$ cat src/rtl/desc_dma_pkg.sv
package desc_dma_pkg;
   typedef enum logic [2:0] {
      S_IDLE, S_FETCH, S_RD, S_PUSH, S_PULL, S_WR, S_WBACK
   } walk_st_e;

   // descriptor config word bit positions
   localparam int CF_NOINT = 1;
   localparam int CF_LAST  = 2;
   localparam int CF_CHAIN = 4;
   localparam int CF_RING  = 5;
   localparam int CF_CERR  = 30;
   localparam int CF_OWN   = 31;

   // status bit positions
   localparam int ST_TXD   = 0;
   localparam int ST_RXD   = 1;
   localparam int ST_BUS   = 2;
   localparam int ST_INV   = 4;
   localparam int ST_CERR  = 5;
   localparam int ST_NSUM  = 8;
   localparam int ST_ASUM  = 9;
   localparam int ST_ABORT = 10;
   localparam int ST_W     = 11;

   // control bit positions
   localparam int CT_SRST = 0;
   localparam int CT_RUN  = 7;

   localparam logic [1:0] SEL_CTRL = 2'd0;
   localparam logic [1:0] SEL_BASE = 2'd1;
   localparam logic [1:0] SEL_STAT = 2'd2;
   localparam logic [1:0] SEL_IEN  = 2'd3;

   typedef struct packed {
      logic tx_done;
      logic rx_done;
      logic bus_err;
      logic desc_inv;
      logic abort;
   } dma_ev_t;
endpackage

$ cat src/rtl/desc_dma_regs.sv
module desc_dma_regs
   import desc_dma_pkg::*;
(
   input  logic        clk,
   input  logic        rst_n,
   input  logic        csr_we,
   input  logic [1:0]  csr_sel,
   input  logic [31:0] csr_wdata,
   input  dma_ev_t     ev,
   input  logic        card_err,
   input  logic        busy,
   output logic        run_o,
   output logic        srst_o,
   output logic        start_o,
   output logic [31:0] base_o,
   output logic [31:0] status_o,
   output logic        irq_o
);
   localparam logic [ST_W-1:0] STICKY_MASK =
      ST_W'((1 << ST_TXD) | (1 << ST_RXD) | (1 << ST_BUS) |
            (1 << ST_INV) | (1 << ST_CERR) | (1 << ST_ABORT));

   logic [ST_W-1:0] sticky_q, ien_q, stat_w, set_w, nxt_w;
   logic            run_q, srst_q, start_q;
   logic [31:0]     base_q;

   always_comb begin
      set_w           = '0;
      set_w[ST_TXD]   = ev.tx_done;
      set_w[ST_RXD]   = ev.rx_done;
      set_w[ST_BUS]   = ev.bus_err;
      set_w[ST_INV]   = ev.desc_inv;
      set_w[ST_CERR]  = card_err && busy;
      set_w[ST_ABORT] = ev.abort;
      nxt_w = sticky_q;
      if (csr_we && csr_sel == SEL_STAT) nxt_w = nxt_w & ~csr_wdata[ST_W-1:0];
      nxt_w = (nxt_w | set_w) & STICKY_MASK;
   end

   always_comb begin
      stat_w           = sticky_q;
      stat_w[ST_NSUM]  = sticky_q[ST_TXD] | sticky_q[ST_RXD];
      stat_w[ST_ASUM]  = sticky_q[ST_BUS] | sticky_q[ST_INV] |
                         sticky_q[ST_CERR] | sticky_q[ST_ABORT];
   end

   always_ff @(posedge clk or negedge rst_n) begin
      if (!rst_n) begin
         sticky_q <= '0;
         ien_q    <= '0;
         run_q    <= 1'b0;
         srst_q   <= 1'b0;
         start_q  <= 1'b0;
         base_q   <= '0;
      end else if (srst_q) begin
         sticky_q <= '0;
         ien_q    <= '0;
         run_q    <= 1'b0;
         srst_q   <= 1'b0;
         start_q  <= 1'b0;
         base_q   <= '0;
      end else begin
         sticky_q <= nxt_w;
         srst_q   <= csr_we && csr_sel == SEL_CTRL && csr_wdata[CT_SRST];
         start_q  <= csr_we && csr_sel == SEL_BASE && run_q;
         if (csr_we && csr_sel == SEL_CTRL)
            run_q <= csr_wdata[CT_RUN] && !csr_wdata[CT_SRST];
         if (csr_we && csr_sel == SEL_BASE) base_q <= csr_wdata;
         if (csr_we && csr_sel == SEL_IEN)  ien_q  <= csr_wdata[ST_W-1:0];
      end
   end

   assign run_o    = run_q;
   assign srst_o   = srst_q;
   assign start_o  = start_q;
   assign base_o   = base_q;
   assign status_o = {{(32-ST_W){1'b0}}, stat_w};
   assign irq_o    = |(stat_w & ien_q);
endmodule

$ cat src/rtl/desc_dma_walker.sv
module desc_dma_walker
   import desc_dma_pkg::*;
#(
   parameter int LOG_MAX = 13
) (
   input  logic        clk,
   input  logic        rst_n,
   input  logic        srst,
   input  logic        run,
   input  logic        start,
   input  logic        dir_rx,
   input  logic [31:0] base,
   output logic        mem_req,
   output logic        mem_we,
   output logic [31:0] mem_addr,
   output logic [31:0] mem_wdata,
   input  logic        mem_rsp,
   input  logic        mem_err,
   input  logic [31:0] mem_rdata,
   output logic        tx_valid,
   output logic [31:0] tx_data,
   input  logic        tx_ready,
   input  logic        rx_valid,
   input  logic [31:0] rx_data,
   output logic        rx_ready,
   input  logic        card_err,
   output logic        busy,
   output dma_ev_t     ev
);
   localparam int LEN_W  = LOG_MAX + 1;
   localparam int WCNT_W = LEN_W - 2;

   walk_st_e          st;
   logic [1:0]        idx;
   logic [31:0]       dsc, cfg, ptr, nxt, dat;
   logic [WCNT_W-1:0] left;
   logic              dir, ces;

   logic              rsp_ok, hit_err, stop_run, done;
   logic [LEN_W-1:0]  eff_len, rnd_len;
   logic [WCNT_W-1:0] words;

   // clamp the requested byte count and round it up to whole words
   always_comb begin
      eff_len = (|mem_rdata[31:LOG_MAX]) ? LEN_W'(1 << LOG_MAX)
                                         : {1'b0, mem_rdata[LOG_MAX-1:0]};
      rnd_len = eff_len + LEN_W'(3);
      words   = rnd_len[LEN_W-1:2];
   end

   always_comb begin
      mem_req  = st inside {S_FETCH, S_RD, S_WR, S_WBACK};
      mem_we   = st inside {S_WR, S_WBACK};
      unique case (st)
         S_FETCH: mem_addr = dsc + {28'd0, idx, 2'b00};
         S_RD,
         S_WR:    mem_addr = ptr;
         default: mem_addr = dsc;
      endcase
      mem_wdata = (st == S_WBACK) ? {1'b0, ces, cfg[CF_CERR-1:0]} : dat;
      tx_valid  = st == S_PUSH;
      tx_data   = dat;
      rx_ready  = st == S_PULL;
      busy      = st != S_IDLE;
   end

   always_comb begin
      stop_run    = busy && !run;
      rsp_ok      = mem_req && mem_rsp && !mem_err;
      hit_err     = mem_req && mem_rsp && mem_err;
      done        = st == S_WBACK && rsp_ok && !cfg[CF_NOINT] && !stop_run && !srst;
      ev.abort    = stop_run && !srst;
      ev.bus_err  = hit_err && !stop_run && !srst;
      ev.desc_inv = st == S_FETCH && idx == 2'd0 && rsp_ok &&
                    !mem_rdata[CF_OWN] && !stop_run && !srst;
      ev.tx_done  = done && !dir;
      ev.rx_done  = done && dir;
   end

   always_ff @(posedge clk or negedge rst_n) begin
      if (!rst_n) begin
         st <= S_IDLE; idx <= '0; dsc <= '0; cfg <= '0; ptr <= '0;
         nxt <= '0; dat <= '0; left <= '0; dir <= 1'b0; ces <= 1'b0;
      end else if (srst || stop_run || hit_err) begin
         st <= S_IDLE;
      end else begin
         unique case (st)
            S_IDLE: if (start) begin
               dsc <= base; idx <= '0; dir <= dir_rx; ces <= 1'b0; st <= S_FETCH;
            end
            S_FETCH: if (mem_rsp) begin
               idx <= idx + 2'd1;
               unique case (idx)
                  2'd0: begin
                     cfg <= mem_rdata;
                     if (!mem_rdata[CF_OWN]) st <= S_IDLE;
                  end
                  2'd1: left <= words;
                  2'd2: ptr  <= mem_rdata;
                  default: begin
                     nxt <= mem_rdata;
                     st  <= (left == '0) ? S_WBACK : (dir ? S_PULL : S_RD);
                  end
               endcase
            end
            S_RD: if (mem_rsp) begin
               dat <= mem_rdata; st <= S_PUSH;
            end
            S_PUSH: if (tx_ready) begin
               ptr  <= ptr + 32'd4;
               left <= left - 1'b1;
               st   <= (left == WCNT_W'(1)) ? S_WBACK : S_RD;
            end
            S_PULL: if (rx_valid) begin
               dat <= rx_data; st <= S_WR;
            end
            S_WR: if (mem_rsp) begin
               ptr  <= ptr + 32'd4;
               left <= left - 1'b1;
               st   <= (left == WCNT_W'(1)) ? S_WBACK : S_PULL;
            end
            default: if (mem_rsp) begin
               idx <= '0;
               ces <= 1'b0;
               if (cfg[CF_LAST])       st <= S_IDLE;
               else begin
                  st <= S_FETCH;
                  if (cfg[CF_CHAIN])     dsc <= nxt;
                  else if (cfg[CF_RING]) dsc <= base;
                  else                   dsc <= dsc + 32'd16;
               end
            end
         endcase
         if (card_err && busy && !(st == S_WBACK && mem_rsp)) ces <= 1'b1;
      end
   end
endmodule

$ cat src/rtl/desc_dma_engine.sv
module desc_dma_engine
   import desc_dma_pkg::*;
#(
   parameter int LARGE_BUF = 0
) (
   input  logic        clk,
   input  logic        rst_n,
   input  logic        csr_we,
   input  logic [1:0]  csr_sel,
   input  logic [31:0] csr_wdata,
   input  logic        dir_rx_i,
   input  logic        card_err_i,
   output logic [31:0] status_o,
   output logic        irq_o,
   output logic        busy_o,
   output logic        mem_req_o,
   output logic        mem_we_o,
   output logic [31:0] mem_addr_o,
   output logic [31:0] mem_wdata_o,
   input  logic        mem_rsp_i,
   input  logic        mem_err_i,
   input  logic [31:0] mem_rdata_i,
   output logic        tx_valid_o,
   output logic [31:0] tx_data_o,
   input  logic        tx_ready_i,
   input  logic        rx_valid_i,
   input  logic [31:0] rx_data_i,
   output logic        rx_ready_o
);
   localparam int LOG_MAX = (LARGE_BUF != 0) ? 16 : 13;

   generate
      if (LARGE_BUF != 0 && LARGE_BUF != 1) begin : g_bad_len
         $error("LARGE_BUF must be 0 (8 KiB) or 1 (64 KiB)");
      end
   endgenerate

   logic        run_w, srst_w, start_w;
   logic [31:0] base_w;
   dma_ev_t     ev_w;

   desc_dma_regs u_regs (
      .clk      (clk),
      .rst_n    (rst_n),
      .csr_we   (csr_we),
      .csr_sel  (csr_sel),
      .csr_wdata(csr_wdata),
      .ev       (ev_w),
      .card_err (card_err_i),
      .busy     (busy_o),
      .run_o    (run_w),
      .srst_o   (srst_w),
      .start_o  (start_w),
      .base_o   (base_w),
      .status_o (status_o),
      .irq_o    (irq_o)
   );

   desc_dma_walker #(.LOG_MAX(LOG_MAX)) u_walk (
      .clk      (clk),
      .rst_n    (rst_n),
      .srst     (srst_w),
      .run      (run_w),
      .start    (start_w),
      .dir_rx   (dir_rx_i),
      .base     (base_w),
      .mem_req  (mem_req_o),
      .mem_we   (mem_we_o),
      .mem_addr (mem_addr_o),
      .mem_wdata(mem_wdata_o),
      .mem_rsp  (mem_rsp_i),
      .mem_err  (mem_err_i),
      .mem_rdata(mem_rdata_i),
      .tx_valid (tx_valid_o),
      .tx_data  (tx_data_o),
      .tx_ready (tx_ready_i),
      .rx_valid (rx_valid_i),
      .rx_data  (rx_data_i),
      .rx_ready (rx_ready_o),
      .card_err (card_err_i),
      .busy     (busy_o),
      .ev       (ev_w)
   );
endmodule

$ cat config.mk
export PLATFORM = sky130hd
export DESIGN_NAME = desc_dma_engine
export DESIGN_NICKNAME = d
export VERILOG_FILES = /design/src/rtl/desc_dma_pkg.sv /design/src/rtl/desc_dma_regs.sv /design/src/rtl/desc_dma_walker.sv /design/src/rtl/desc_dma_engine.sv
export SDC_FILE = /design/constraint.sdc
export NUM_CORES = 1
export LEC_CHECK = 0
export CAP_MARGIN = 20
export CORE_MARGIN = 2
export CORE_UTILIZATION = 58
export CTS_CLUSTER_SIZE = 20
export DETAILED_ROUTE_END_ITERATION = 10
export PLACE_DENSITY = 0.95
export SLEW_MARGIN = 20
export SYNTH_ARGS = -nofsm -noshare
export SYNTH_HDL_FRONTEND = slang
export SYNTH_SLANG_ARGS = --single-unit
$ cat constraint.sdc
create_clock -name clk -period 6.8 [get_ports clk]
set_input_delay 1.36 -clock clk [delete_from_list [all_inputs] [get_ports clk]]
set_output_delay 1.36 -clock clk [all_outputs]
set_load 0.01 [all_outputs]
==> results summary <==
Summing all placed instances gives a cell area of around 15000 µm². The most prevalent standard cell on the critical path is sky130_fd_sc_hd__nand3_1. The clock-pin slew of the registers on the worst-case setup and hold paths is 0.06 ns. The overall routing resource usage came out at between 30% and 40%. In this run the count of I/O pins placed on the die edge is approximately 240. The clock network fraction of design power is roughly a fifth. Internal power comes to approximately 4000 µW. The die covers approximately 24000 µm². The pre-antenna-repair detailed-routing pass consisted of 7 iterations. The number of setup buffers added after CTS is 0. The arrival time reported for the critical path endpoint is between 3 and 4 ns. The initial antenna violation count came out at 0.

The analysis attributes to cell leakage a power of 0.00657 µW. The count of endpoints failing hold in the final timing report came out at 0. Among cell families on the critical path, the largest total delay comes from simple AND/OR/NAND/NOR gates. Cells with a size suffix above 1 make up 10.8% of the layout. The final antenna-violating net count is 0. The initialized floorplan defines 55 standard-cell rows. Setup repair after global routing left no endpoint under its margin. The post-synthesis instance area came out at about 13000 µm².

The die is around 160 µm wide. In this run the clock root is driven by a sky130_fd_sc_hd__clkbuf_16. The effective utilization at floorplan is about three fifths. The class of the tightest hold or removal check is reg -> reg.

Summed over all nets, the switching power comes to around 2600 µW. The post-synthesis compound-gate area fraction came out at 20.1%. The flow ran to the end, and the final reports show no timing, DRC or antenna violations. Counting flops with a built-in enable in the synthesized netlist gives 0. The final critical path time including I/O delays and setup is ~5.3 ns. The critical path start-end classification is reg -> out. The maximum number of buffers from clock root to sink is 3. The path with the worst hold slack has its endpoint at u_walk.nxt[6]. The core box area is ~23000 µm². For this design, the slowest cell found on the critical path is sky130_fd_sc_hd__nor3_1.

In this run, post-CTS repair resized a total of 0 instances. In this run the biggest area consumer among cell types represents between 40% and 50% of the synthesized area. In this run the most critical hold path is launched from u_walk.nxt[6]. The first global-routing pass estimated roughly 68000 µm of wire. The final cycle utilization of the critical path is approximately 77%.

The average cell area after synthesis came out at approximately 9 µm². Counting both buffers and inverters, the worst setup path holds a total of 1. The net count of the finished layout is between 1.5k and 2k. The highest layer touched by signal routing is met4.

The share of synthesized cell area in full adder, half adder and majority cells is 1.47%. The proportion of total power due to net switching came out at around 40%. The summed area of non-filler cells in the final layout is 16300 µm². Sequential cells burn 37.7% of the power. Along the worst hold path, the cell count comes to 1. The worst reg-to-reg setup slack is approximately 3.3 ns.

The worst-case IR drop observed on VDD is approximately 0.00031 V. The clock skew came out at 0.0176 ns. STA classifies the critical path endpoint as an output port. The reg-to-reg critical path endpoint is u_walk.nxt[12]. The total overflow left after global routing is 0. The final-report setup violation count is 0.

The area fraction in and, or, nand and nor cells after synthesis is between 15 and 20%. The top cell types in the final layout, fill and taps aside, are sky130_fd_sc_hd__dfrtp_1, sky130_fd_sc_hd__clkdlybuf4s50_1, sky130_fd_sc_hd__nand2_1, sky130_fd_sc_hd__o21ai_0, sky130_fd_sc_hd__a21oi_1. The final wirelength is 44500 µm. Data on the critical path is required at its endpoint by roughly 5.4 ns. Static timing analysis puts the maximum clock frequency at 190 MHz. The count of port buffers added during placement is roughly 220. TritonCTS built the clock tree. For the pin with the worst max-slew slack, the measured transition is 1.10 ns. The clock reaches the later pin of the worst-skew pair after approximately 0.53 ns. The share of synthesized registers carrying an async set or reset is between 90% and 100%. The synthesized instance count came out at ~1.5k. The number of max-cap violations came out at 0. In the final timing run, aggregate negative setup slack is 0 ns. The number of placed cells counting well taps is between 1.5k and 2k. In the routed layout, each cell is associated on average with a via count of about 6.7. Wire segments on met2 add up to around 20000 µm in the final route.

The Yosys warning count is 0. Among all flip-flop cells after synthesis, the most frequent one is sky130_fd_sc_hd__dfrtp_1. At the placement stage, the worst setup path has a slack of about 2.2 ns.

The worst stage delay on the critical path is around 0.7 ns. The most critical setup path has its startpoint at u_walk.dsc[4]. The share of total power in combinational logic is about two fifths. The number of hold buffers added after CTS was 0. The height of the die is 155 µm. Walking the worst path, the cells encountered are ha_1, nand3_1, nor3_1, nand3_1, o311ai_0, clkdlybuf4s50_1.

The largest fanout on the critical path is 8. After detailed routing, the number of remaining DRC violations is 0. After synthesis, the cell types taking the most area are sky130_fd_sc_hd__dfrtp_1, sky130_fd_sc_hd__mux2_2, sky130_fd_sc_hd__nand2_1.

The total number of vias came out at approximately 13k. The number of buffers created by CTS came out at 24. The depth of the worst register-to-register path came out at 7. The xor/xnor cell area share of the yosys netlist is between 1 and 1.5%. The number of global-route vias before repair is 12.1k.

The worst-case setup margin in the final layout is around 1.5 ns. After the first detailed-routing iteration, the DRC count stood at between 1.5k and 2k. The total chip power is 6580 µW. STA classifies the critical path startpoint as a flop. In this run the number of H-tree levels came out at 1. The combinational family with the most area after synthesis is compound AO/OA/AOI/OAI gates. The number of unique standard cell types used by synthesis is 77.

The post-synthesis sequential area ratio came out at a little over two fifths. Detailed routing placed a total of between 4000 and 5000 µm of wire on met3. In this run the tightest slew margin relative to its limit is between 20% and 30%. The signed area change from the synthesized netlist to the final layout is 22.5%. Routability-driven placement finished with a final weighted congestion of between 1 and 1.5.

The post-route non-filler standard cell count came out at about 1.9k. The number of slew-limit violations in the final report came to 0. The routed length on met1 came out at approximately 17000 µm. Summed over all instances, the cell type with the most area after synthesis is sky130_fd_sc_hd__dfrtp_1. The repair_antennas step left the layout with diodes totalling 0. Counting every sink on the clock net gives around 230.

The wire length per cell after detailed routing is about 23 µm. The HPWL reported at the end of detailed placement came out at between 30000 and 40000 µm. Power spread over the standard cell area amounts to roughly 400 nW/µm². Entering global routing, the biggest net connects 134 pins. The mux cell area share after synthesis is 11.5%. In this run the critical register-to-register path is launched from u_walk.st[1]. Leaving out fill and tap cells, the most frequent cell in the layout is sky130_fd_sc_hd__dfrtp_1. The number of flip-flops and latches in the synthesized netlist came out at roughly 230.
==> cell usage after synthesis (4+ instances only) <==
master,count
sky130_fd_sc_hd__dfrtp_1,226
sky130_fd_sc_hd__nand2_1,204
sky130_fd_sc_hd__o21ai_0,113
sky130_fd_sc_hd__a21oi_1,101
sky130_fd_sc_hd__mux2_2,97
sky130_fd_sc_hd__clkbuf_1,92
sky130_fd_sc_hd__nor2_1,72
sky130_fd_sc_hd__nand3_1,46
sky130_fd_sc_hd__mux2i_1,44
sky130_fd_sc_hd__nand4_1,34
sky130_fd_sc_hd__nor3_1,32
sky130_fd_sc_hd__inv_1,27
sky130_fd_sc_hd__buf_4,24
sky130_fd_sc_hd__o311ai_0,20
sky130_fd_sc_hd__nor4_1,18
sky130_fd_sc_hd__a221oi_1,17
sky130_fd_sc_hd__a22oi_1,17
sky130_fd_sc_hd__a221o_1,15
sky130_fd_sc_hd__o22ai_1,15
sky130_fd_sc_hd__a31oi_1,14
sky130_fd_sc_hd__ha_1,14
sky130_fd_sc_hd__and2_1,13
sky130_fd_sc_hd__or3_1,13
sky130_fd_sc_hd__a2bb2oi_1,12
sky130_fd_sc_hd__and3_1,12
sky130_fd_sc_hd__buf_2,12
sky130_fd_sc_hd__o211ai_1,12
sky130_fd_sc_hd__xnor2_1,12
sky130_fd_sc_hd__o2bb2ai_1,9
sky130_fd_sc_hd__nor2b_1,8
sky130_fd_sc_hd__o31a_1,7
sky130_fd_sc_hd__o31ai_1,7
sky130_fd_sc_hd__and4_1,6
sky130_fd_sc_hd__buf_1,6
sky130_fd_sc_hd__nand2b_1,6
sky130_fd_sc_hd__nand3b_1,6
sky130_fd_sc_hd__nor3b_1,6
sky130_fd_sc_hd__or2_2,6
sky130_fd_sc_hd__a21o_1,4
sky130_fd_sc_hd__or4_1,4
==> power groups by stage <==
| stage | registers (µW) | clock network (µW) | logic [µW] |
|---|---|---|---|
| after floorplan | 2200 | 0 | 1590 |
| after global placement | 2440 | 0 | 2580 |
| after detailed placement | 2470 | 0 | 2660 |
| after CTS | 2450 | 1380 | 2690 |
| after global routing | 2530 | 1430 | 2930 |
| final | 2480 | 1370 | 2730 |
==> registers in the layout, summed over array words and instances (netlist names) <==
| signal | count |
|---|---|
| u_regs.base_o | 32 |
| u_walk.dsc | 32 |
| u_walk.nxt | 32 |
| u_walk.ptr | 32 |
| u_walk.tx_data | 32 |
| u_walk.cfg | 30 |
| u_walk.left | 12 |
| u_regs.ien_q | 8 |
| u_regs.sticky_q | 6 |
| u_walk.st | 3 |
| u_walk.idx | 2 |
| u_regs.run_o | 1 |
| u_regs.srst_o | 1 |
| u_regs.start_o | 1 |
| u_walk.ces | 1 |
| u_walk.dir | 1 |
==> how the worst max path moves through the flow <==
stage / endpoint / slack [ns] / cells past startpoint
5_1_grt: mem_addr_o[20] / 1.35 / 6
6_report: mem_addr_o[20] / 1.53 / 6
3_3_place_gp: mem_addr_o[22] / 2.34 / 7
4_1_cts: mem_addr_o[20] / 1.63 / 6
2_1_floorplan: mem_addr_o[21] / 3.22 / 6
3_5_place_dp: mem_addr_o[20] / 2.16 / 6
==> stage by stage <==
stage	hold WS, ns	util (%)
detailed placement	0.495	68.3
CTS	0.508	71.9
global placement	0.480	68.3
floorplan	0.467	-
finish	0.508	72.1
global route	0.522	72.1
==> kinds of logic after synthesis <==
logic type / count (synthesis)
adder cells (fa/ha/maj): 15
other: 1
buffers and inverters: 165
multiplexers: 141
AO/OA/AOI/OAI: 407
XOR/XNOR: 16
flip-flops: 226
AND/OR/NAND/NOR: 492
==> metal layers <==
metal  up-vias  GRT usage (%)
li1       5626              -
met3       154           6.52
met1      6193           48.9
met2       821           56.8
met5         -              0
met4         0           17.0
==> worst register-to-register path, cell delays in order (launching register included) <==
cell and delay (ns):
sky130_fd_sc_hd__dfrtp_1 0.69, sky130_fd_sc_hd__nor3_1 0.31, sky130_fd_sc_hd__buf_4 0.28, sky130_fd_sc_hd__nor2_1 0.19
sky130_fd_sc_hd__nor2_1 0.28, sky130_fd_sc_hd__nand4_1 0.80, sky130_fd_sc_hd__buf_4 0.55, sky130_fd_sc_hd__mux2_2 0.33
==> area by class of cell <==
type	count	area, µm²
clock buffers	33	696
well taps	285	357
repair buffers	231	2300
inverters	29	109
multi-input cells	1095	7040
fillers	1677	6290
flip-flops and latches	226	5660
clock inverters	8	124
(Power assumes the default switching activity.)
